--- src/rtl/psx_pkg.sv ---
package psx_pkg;

   typedef enum logic {
      XF_IDLE  = 1'b0,
      XF_SHIFT = 1'b1
   } xf_state_t;

   // quarter-period positions inside one serial bit
   localparam logic [1:0] QP_RISE = 2'd1;
   localparam logic [1:0] QP_FALL = 2'd3;

endpackage

--- src/rtl/psx_sync.sv ---
module psx_sync #(
   parameter int STAGES = 2
) (
   input  logic clk,
   input  logic rst_n,
   input  logic d,
   output logic q
);

   if (STAGES < 1) begin : g_bad_stages
      $error("psx_sync: STAGES must be at least 1");
   end

   if (STAGES == 1) begin : g_single
      logic r;
      always_ff @(posedge clk or negedge rst_n) begin
         if (!rst_n) r <= 1'b0;
         else        r <= d;
      end
      assign q = r;
   end else begin : g_chain
      logic [STAGES-1:0] r;
      always_ff @(posedge clk or negedge rst_n) begin
         if (!rst_n) r <= '0;
         else        r <= {r[STAGES-2:0], d};
      end
      assign q = r[STAGES-1];
   end

endmodule

--- src/rtl/psx_debounce.sv ---
module psx_debounce #(
   parameter int DEB_CYCLES = 500000
) (
   input  logic clk,
   input  logic rst_n,
   input  logic din,
   output logic level
);

   localparam int CNT_W = (DEB_CYCLES > 1) ? $clog2(DEB_CYCLES) : 1;
   localparam logic [CNT_W-1:0] CNT_LAST = CNT_W'(DEB_CYCLES - 1);

   if (DEB_CYCLES < 2) begin : g_bad_deb
      $error("psx_debounce: DEB_CYCLES must be at least 2");
   end

   logic [CNT_W-1:0] cnt;

   always_ff @(posedge clk or negedge rst_n) begin
      if (!rst_n) begin
         cnt   <= '0;
         level <= 1'b0;
      end else if (din == level) begin
         cnt <= '0;
      end else if (cnt == CNT_LAST) begin
         cnt   <= '0;
         level <= din;
      end else begin
         cnt <= cnt + 1'b1;
      end
   end

endmodule

--- src/rtl/psx_tick.sv ---
module psx_tick #(
   parameter int TICK_DIV = 125
) (
   input  logic clk,
   input  logic rst_n,
   input  logic clr,
   output logic tick
);

   localparam int CNT_W = (TICK_DIV > 1) ? $clog2(TICK_DIV) : 1;
   localparam logic [CNT_W-1:0] CNT_LAST = CNT_W'(TICK_DIV - 1);

   if (TICK_DIV < 2) begin : g_bad_div
      $error("psx_tick: TICK_DIV must be at least 2");
   end

   logic [CNT_W-1:0] cnt;

   assign tick = (cnt == CNT_LAST);

   always_ff @(posedge clk or negedge rst_n) begin
      if (!rst_n)          cnt <= '0;
      else if (clr || tick) cnt <= '0;
      else                 cnt <= cnt + 1'b1;
   end

endmodule

--- src/rtl/psx_engine.sv ---
module psx_engine
   import psx_pkg::*;
#(
   parameter int DATA_W = 8
) (
   input  logic              clk,
   input  logic              rst_n,
   input  logic              tick,
   input  logic              press,
   input  logic [DATA_W-1:0] tx_byte,
   input  logic              miso,
   input  logic              rd_ack,
   output logic              start,
   output logic              sclk,
   output logic              mosi,
   output logic              cs_n,
   output logic [DATA_W-1:0] rx_byte,
   output logic              data_ready
);

   localparam int BIT_W = (DATA_W > 1) ? $clog2(DATA_W) : 1;
   localparam logic [BIT_W-1:0] BIT_LAST = BIT_W'(DATA_W - 1);

   if (DATA_W < 2) begin : g_bad_width
      $error("psx_engine: DATA_W must be at least 2");
   end

   xf_state_t         state;
   logic [1:0]        qphase;
   logic [BIT_W-1:0]  bitn;
   logic [DATA_W-1:0] sh_tx;
   logic [DATA_W-1:0] sh_rx;

   assign start = press && (state == XF_IDLE);
   assign mosi  = sh_tx[DATA_W-1];

   always_ff @(posedge clk or negedge rst_n) begin
      if (!rst_n) begin
         state      <= XF_IDLE;
         qphase     <= '0;
         bitn       <= '0;
         sh_tx      <= '0;
         sh_rx      <= '0;
         sclk       <= 1'b0;
         cs_n       <= 1'b1;
         rx_byte    <= '0;
         data_ready <= 1'b0;
      end else begin
         if (rd_ack) data_ready <= 1'b0;
         case (state)
            XF_IDLE: begin
               if (start) begin
                  state      <= XF_SHIFT;
                  cs_n       <= 1'b0;
                  sh_tx      <= tx_byte;
                  qphase     <= '0;
                  bitn       <= '0;
                  data_ready <= 1'b0;
               end
            end
            XF_SHIFT: begin
               if (tick) begin
                  qphase <= qphase + 1'b1;
                  if (qphase == QP_RISE) begin
                     sclk  <= 1'b1;
                     sh_rx <= {sh_rx[DATA_W-2:0], miso};
                  end
                  if (qphase == QP_FALL) begin
                     sclk <= 1'b0;
                     if (bitn == BIT_LAST) begin
                        state      <= XF_IDLE;
                        cs_n       <= 1'b1;
                        sh_tx      <= '0;
                        rx_byte    <= sh_rx;
                        data_ready <= 1'b1;
                     end else begin
                        bitn  <= bitn + 1'b1;
                        sh_tx <= {sh_tx[DATA_W-2:0], 1'b0};
                     end
                  end
               end
            end
            default: state <= XF_IDLE;
         endcase
      end
   end

endmodule

--- src/rtl/pbtn_spi_xfer.sv ---
module pbtn_spi_xfer #(
   parameter int DATA_W      = 8,
   parameter int TICK_DIV    = 125,
   parameter int DEB_CYCLES  = 500000,
   parameter int SYNC_STAGES = 2
) (
   input  logic              clk,
   input  logic              rst_n,
   input  logic              btn_in,
   input  logic [DATA_W-1:0] tx_byte,
   input  logic              miso,
   input  logic              rd_ack,
   output logic              sclk,
   output logic              mosi,
   output logic              cs_n,
   output logic [DATA_W-1:0] rx_byte,
   output logic              data_ready
);

   logic btn_sync;
   logic btn_level;
   logic btn_level_q;
   logic press;
   logic start;
   logic tick;

   psx_sync #(.STAGES(SYNC_STAGES)) u_sync (
      .clk   (clk),
      .rst_n (rst_n),
      .d     (btn_in),
      .q     (btn_sync)
   );

   psx_debounce #(.DEB_CYCLES(DEB_CYCLES)) u_deb (
      .clk   (clk),
      .rst_n (rst_n),
      .din   (btn_sync),
      .level (btn_level)
   );

   always_ff @(posedge clk or negedge rst_n) begin
      if (!rst_n) btn_level_q <= 1'b0;
      else        btn_level_q <= btn_level;
   end

   assign press = btn_level && !btn_level_q;

   psx_tick #(.TICK_DIV(TICK_DIV)) u_tick (
      .clk   (clk),
      .rst_n (rst_n),
      .clr   (start),
      .tick  (tick)
   );

   psx_engine #(.DATA_W(DATA_W)) u_eng (
      .clk        (clk),
      .rst_n      (rst_n),
      .tick       (tick),
      .press      (press),
      .tx_byte    (tx_byte),
      .miso       (miso),
      .rd_ack     (rd_ack),
      .start      (start),
      .sclk       (sclk),
      .mosi       (mosi),
      .cs_n       (cs_n),
      .rx_byte    (rx_byte),
      .data_ready (data_ready)
   );

endmodule

--- config.mk ---
export PLATFORM = sky130hd
export DESIGN_NAME = pbtn_spi_xfer
export DESIGN_NICKNAME = d
export VERILOG_FILES = /design/src/rtl/psx_pkg.sv /design/src/rtl/psx_sync.sv /design/src/rtl/psx_debounce.sv /design/src/rtl/psx_tick.sv /design/src/rtl/psx_engine.sv /design/src/rtl/pbtn_spi_xfer.sv
export SDC_FILE = /design/constraint.sdc
export NUM_CORES = 1
export LEC_CHECK = 0
export BUFFER_PORTS_ARGS = -buffer_cell sky130_fd_sc_hd__buf_2
export CORE_ASPECT_RATIO = 2
export CORE_MARGIN = 2
export CORE_UTILIZATION = 45
export DETAILED_ROUTE_END_ITERATION = 7
export GPL_TIMING_DRIVEN = 0
export SLEW_MARGIN = 20
export SYNTH_ARGS = -nofsm -noshare
export SYNTH_HDL_FRONTEND = slang
export SYNTH_SLANG_ARGS = --single-unit
--- constraint.sdc ---
create_clock -name clk -period 5.6 [get_ports clk]
set_clock_uncertainty 0.2 [all_clocks]
set_input_delay 1.12 -clock clk [delete_from_list [all_inputs] [get_ports clk]]
set_output_delay 1.12 -clock clk [all_outputs]
set_load 0.01 [all_outputs]
---- Word-level counts from Yosys, hierarchy flattened ----
Cells that the tools add are included.
storage, ports and cells
  register bits ........................... 63
  input bits .............................. 13
  output and inout port bits .............. 12
  logic and storage cells ................. 78
operators by class
  add/sub/neg operators ................... 4
  eq/ne operators ......................... 11
  muxes and demuxes ....................... 34
  bitwise logic cells ..................... 2
  reductions and logical operators ........ 13
operators by type and width
  cell                     count
  $mux W19                 2
  $mux W8                  4
  $add A19 B1 Y19 const B  1
  $eq A19 B19 Y1 const B   1
  $pmux W8 S2              1
  $mux W1                  15
  $mux W3                  4
  $reduce_and A4 Y1        3
  $reduce_and A3 Y1        3
  $add A7 B1 Y7 const B    1
  $eq A7 B7 Y1 const B     1
  $mux W7                  1
  $ne A2 B2 Y1 const B     3
  $pmux W1 S2              3
  $pmux W3 S2              1
  $mux W2                  2
  $ne A2 B1 Y1 const B     2
  $pmux W2 S2              1
  $reduce_and A2 Y1        2
  $add A3 B1 Y3 const B    1
  $eq A3 B3 Y1 const B     1
  $add A2 B1 Y2 const B    1
  $eq A2 B1 Y1 const B     1
  $eq A2 B2 Y1 const B     1
  6 further kinds          8

---- Logic depth before layout (Yosys ltp) ----
  word-level depth ........................ 5
  depth in mapped cells ................... 7

---- Cells and area by module ----
Synthesis repeated with hierarchy kept, for this count alone.
second synthesis, totals
  cells, all modules ...................... 258
  area, all modules ....................... 2966.6 um2
modules (own cells, without submodules)
  module         times used  cells an instance  area an instance (um2)
  psx_engine     1           119                1490.2
  psx_debounce   1           103                1029.7
  psx_tick       1           32                 357.8
  psx_sync       1           2                  50.0
  pbtn_spi_xfer  1           2                  38.8

---- Worst setup path after synthesis ----
OpenSTA, ideal clock, no wires.
  kind .................................... register to register
  start ................................... register u_deb.cnt[0]
  end ..................................... register u_deb.cnt[14]
  data arrival time ....................... 1.574 ns
  required time ........................... 5.322 ns
  setup slack ............................. 3.749 ns
  cell stages (with the launch flop) ...... 7
  buffers on the path ..................... 1
  cells stage by stage .................... dfrtp_1 -> ha_1 -> and4_1 -> buf_2 -> nand2_2 -> or4_1 -> a21oi_1
on the way
  longest elaborated chain between the ends .. 3
  elaborated cells between the ends (all ways) .. 4
ends and longest elaborated chain
  item                                                      line                                    RTL
  start, declared                                           psx_debounce.sv:17                      logic [CNT_W-1:0] cnt;
  start signal, assigned                                    psx_debounce.sv:29                      cnt <= cnt + 1'b1;
  $add A19 B1 Y19 / $eq A19 B19 Y1 (equally long branches)  psx_debounce.sv:29, psx_debounce.sv:25
  $mux W19 *                                                psx_debounce.sv:25                      end else if (cnt == CNT_LAST) begin
  $mux W19 *                                                psx_debounce.sv:23                      end else if (din == level) begin
Mark *: on every way between the ends. The rest lies on a longest branch, timed or not.
A chain may end at the register's enable or synchronous reset.

---- Final worst setup path ----
  start ................................... register u_eng.cs_n
  end ..................................... output cs_n
RTL lines
  item                    line                 RTL
  start, declared         psx_engine.sv:16     output logic cs_n,
  start signal, assigned  psx_engine.sv:45     cs_n <= 1'b1;
  start signal, assigned  psx_engine.sv:54     cs_n <= 1'b0;
  start signal, assigned  psx_engine.sv:72     cs_n <= 1'b1;
  end, declared           pbtn_spi_xfer.sv:15  output logic cs_n,
No word-level cell between the ends.

==> flow_summary.yaml <==
hold_path:
  hp-start: "u_sync.g_chain.r[0]$_DFF_PN0_"
  min_path_type: "flop to flop"
yosys:
  synth_cells: 257
  yosysUniqueCellTypes: 44
  synth_area_leaders: "dfrtp_1 (54%), mux2_2 (6.7%), nor2_1 (3.8%), a21oi_1 (3.7%), ha_1 (3.1%)"
  synth_ff_type: "dfrtp_1"
  avgSynthCellArea_sq_um: 11.2
  synth-edff-count: 0
  syn_nets: 277
  synth.largest_area_cell: "dfrtp_1"
  netlist_area_sq_mm: 0.00287
  yosysSeqAreaShare_pct: 55.0
  synthArstFlopShare_pct: 100
  synth-seq-cells: 63
  synth_top_area_share_pct: 54.1
  yosys_warnings: 0
worst_setup_path:
  start_kind: "flop"
  crit_start: "u_eng.cs_n$_DFFE_PN1P_"
  cp.required_ns: 4.28
  cp-end-kind: "output pin"
  r2r_slack_ns: 3.46
  worstPathMaxFanout: 2
  path_cells: "buf_2"
  max_stage_delay_ns: 0.52
  cp_top_family: "flip-flops"
  path_class: "flop to output pin"
  crit_buf_inv: 1
  critPathSlowestCell: "dfstp_2"
  arrival_ns: 0.97
  r2r_start: "u_deb.cnt[0]$_DFF_PN0_"
grt:
  antenna_found_initial: 0
  grt_pass1_wl_um: 9230
  grt_max_degree: 42
  grt_usage_pct: 17.9
  grt_overflow: 0
  grt_pass1_vias: 2021
clock_network:
  clockBufferDepth: 2
  cts-htree-levels: 3
  cts_made_buffers: 9
  clk_pin_slew_ns: 0.05
  post_cts.repair.setup_buffers: 0
  cts_num_sinks: 63
  hold_buffers: 0
  clkLatencyLatePin_ns: 0.33
  cts_tree: "yes"
  cts-root-buf: "clkbuf_16"
  cts_resized: 0
power_and_ir_drop:
  max-vdd-ir-drop_mv: 0.222
  pwr-share-comb_pct: 2.0
  pwr-share-seq_pct: 36.8
  p_clk_share_pct: 61.2
  pwr_density_cell_mw_per_mm2: 355
  power.internal_mw: 1.04
  total_power_mw: 1.25
  swShare_pct: 17.2
  p_switching_uw: 215
  power_leakage_nw: 1.68
placed_design:
  dp_hpwl_um: 3810
  io_buffers: 24
  place_area_sq_mm: 0.00312
  place_congestion: 0.760
cells_and_area:
  nNetsFinal: 313
  area_delta_synth_final_pct: 23.0
  multiInputGateArea_sq_mm: 0.00121
  fill_cells: 580
  register_area_sq_mm: 0.00158
  antenna_cells: 0
  drive_gt1_share_pct: 25.5
  mostFrequentLayoutCell: "dfrtp_1"
  final_cell_mix: "dfrtp_1 (62), nor2_1 (29), buf_2 (26), a21oi_1 (21), mux2_2 (17)"
  final_area_sq_mm: 0.00353
routing:
  vias: 1947
  viasPerCell: 5.07
  drtPass1Iterations: 6
  ant_nets: 0
  finalWirelength_um: 5320
  drc: 0
  post_drt_wl_per_cell_um: 13.9
  initialDrtViolationCount: 73
timing:
  hold_violations: 0
  setup_tns_ns: 0
  maxSlewViolCount: 0
  post-route-period-util_pct: 40.8
  period_minus_slack_ns: 2.29
  tightest_slew_ns: 0.501
  rsz0062_at_grt: "false"
  slew-limit-headroom_pct: 66.4
  fmax_mhz: 437
  setup_violations: 0
floorplan:
  die_w_um: 60.5
  dieArea_sq_mm: 0.00707
  core_sq_mm: 0.00626
  dieHeight_um: 117
  initial_core_util_pct: 45.8
  io_pins: 25
  fp-row-count: 41
flow_run:
  cap_violations: 0
run_status:
  outcome: "complete, no violations"
cells in the mapped netlist (all sizes together), types with 2 or more instances:
cell type / n
nor2: 30
o21ai: 10
nand2: 16
or3: 4
mux2i: 4
o31ai: 2
xor2: 9
and4: 2
nor3: 2
a21oi: 21
xnor2: 8
nand3b: 3
and3: 5
inv: 11
or4: 2
nand3: 8
and2: 2
mux2: 17
nand4: 9
buf: 5
clkbuf: 2
nor2b: 7
ha: 7
dfrtp: 62
metrics by stage:
| stage | hold slack [ns] | utilization (%) | std cells | setup slack [ns] |
|---|---|---|---|---|
| finish | 0.146 | 56.4 | 384 | 3.31 |
| global placement | 0.136 | 49.5 | 367 | 2.97 |
| global route | 0.152 | 56.4 | 384 | 3.25 |
| floorplan | 0.131 | - | 257 | 3.75 |
| CTS | 0.147 | 56.4 | 384 | 3.30 |
| detailed placement | 0.135 | 49.8 | 368 | 3.42 |
layer usage:
metal	track usage (%)	up-vias	share of wire, %	wire (um)
met1	18.7	942	38	2030
met4	9.42	0	2.6	136
met3	4.95	12	2.6	137
li1	-	966	-	-
met2	31.4	27	57	3010
met5	0	-	0	0
power by group through the flow:
stage | sequential [mW] | clock, mW | combinational, mW
after floorplan | 0.469 | 0 | 0.00893
after CTS | 0.461 | 0.784 | 0.0260
after global routing | 0.462 | 0.802 | 0.0291
after detailed placement | 0.469 | 0 | 0.0258
after global placement | 0.469 | 0 | 0.0236
final | 0.461 | 0.767 | 0.0247
kinds of logic after synthesis:
| kind of cell | count (synthesis) | synth area share [%] |
|---|---|---|
| muxes | 21 | 8.07 |
| DFF | 63 | 55.0 |
| adders and majority gates | 7 | 3.05 |
| AOI/OAI and AO/OA | 36 | 7.02 |
| buffers and inverters | 18 | 2.88 |
| and+or+nand+nor | 95 | 18.8 |
| xor gates and xnor gates | 17 | 5.19 |
area by class of cell:
class	instances	area share, %
tap	86	3.05
inverter	11	1.17
clock buffer	10	6.49
multi-input combinational	176	34.3
clock inverter	6	5.11
sequential	63	44.7
timing repair buffer	25	4.04
buffer	7	1.17
path summary, 6_finish.rpt:
path / endpoint / depth (start not counted)
hold / removal: u_sync.g_chain.r[1]$_DFF_PN0_ / 0
setup reg to reg: u_deb.cnt[6]$_DFF_PN0_ / 7
min in group asynchronous: u_eng.sh_tx[2]$_DFFE_PN0P_ / 1
hold reg to reg: u_sync.g_chain.r[1]$_DFF_PN0_ / 0
max in group asynchronous: u_eng.cs_n$_DFFE_PN1P_ / 2
setup / recovery: cs_n / 1
flip-flops by register name, indices dropped and copies added, names as in the netlist, 2 cells and up:
signal and count:
u_tick.cnt 7, u_deb.cnt 19, u_eng.sh_rx 8, u_eng.qphase 2, u_sync.g_chain.r 2, u_eng.rx_byte 8
u_eng.sh_tx 8, u_eng.bitn 3
(Power assumes the default switching activity.)
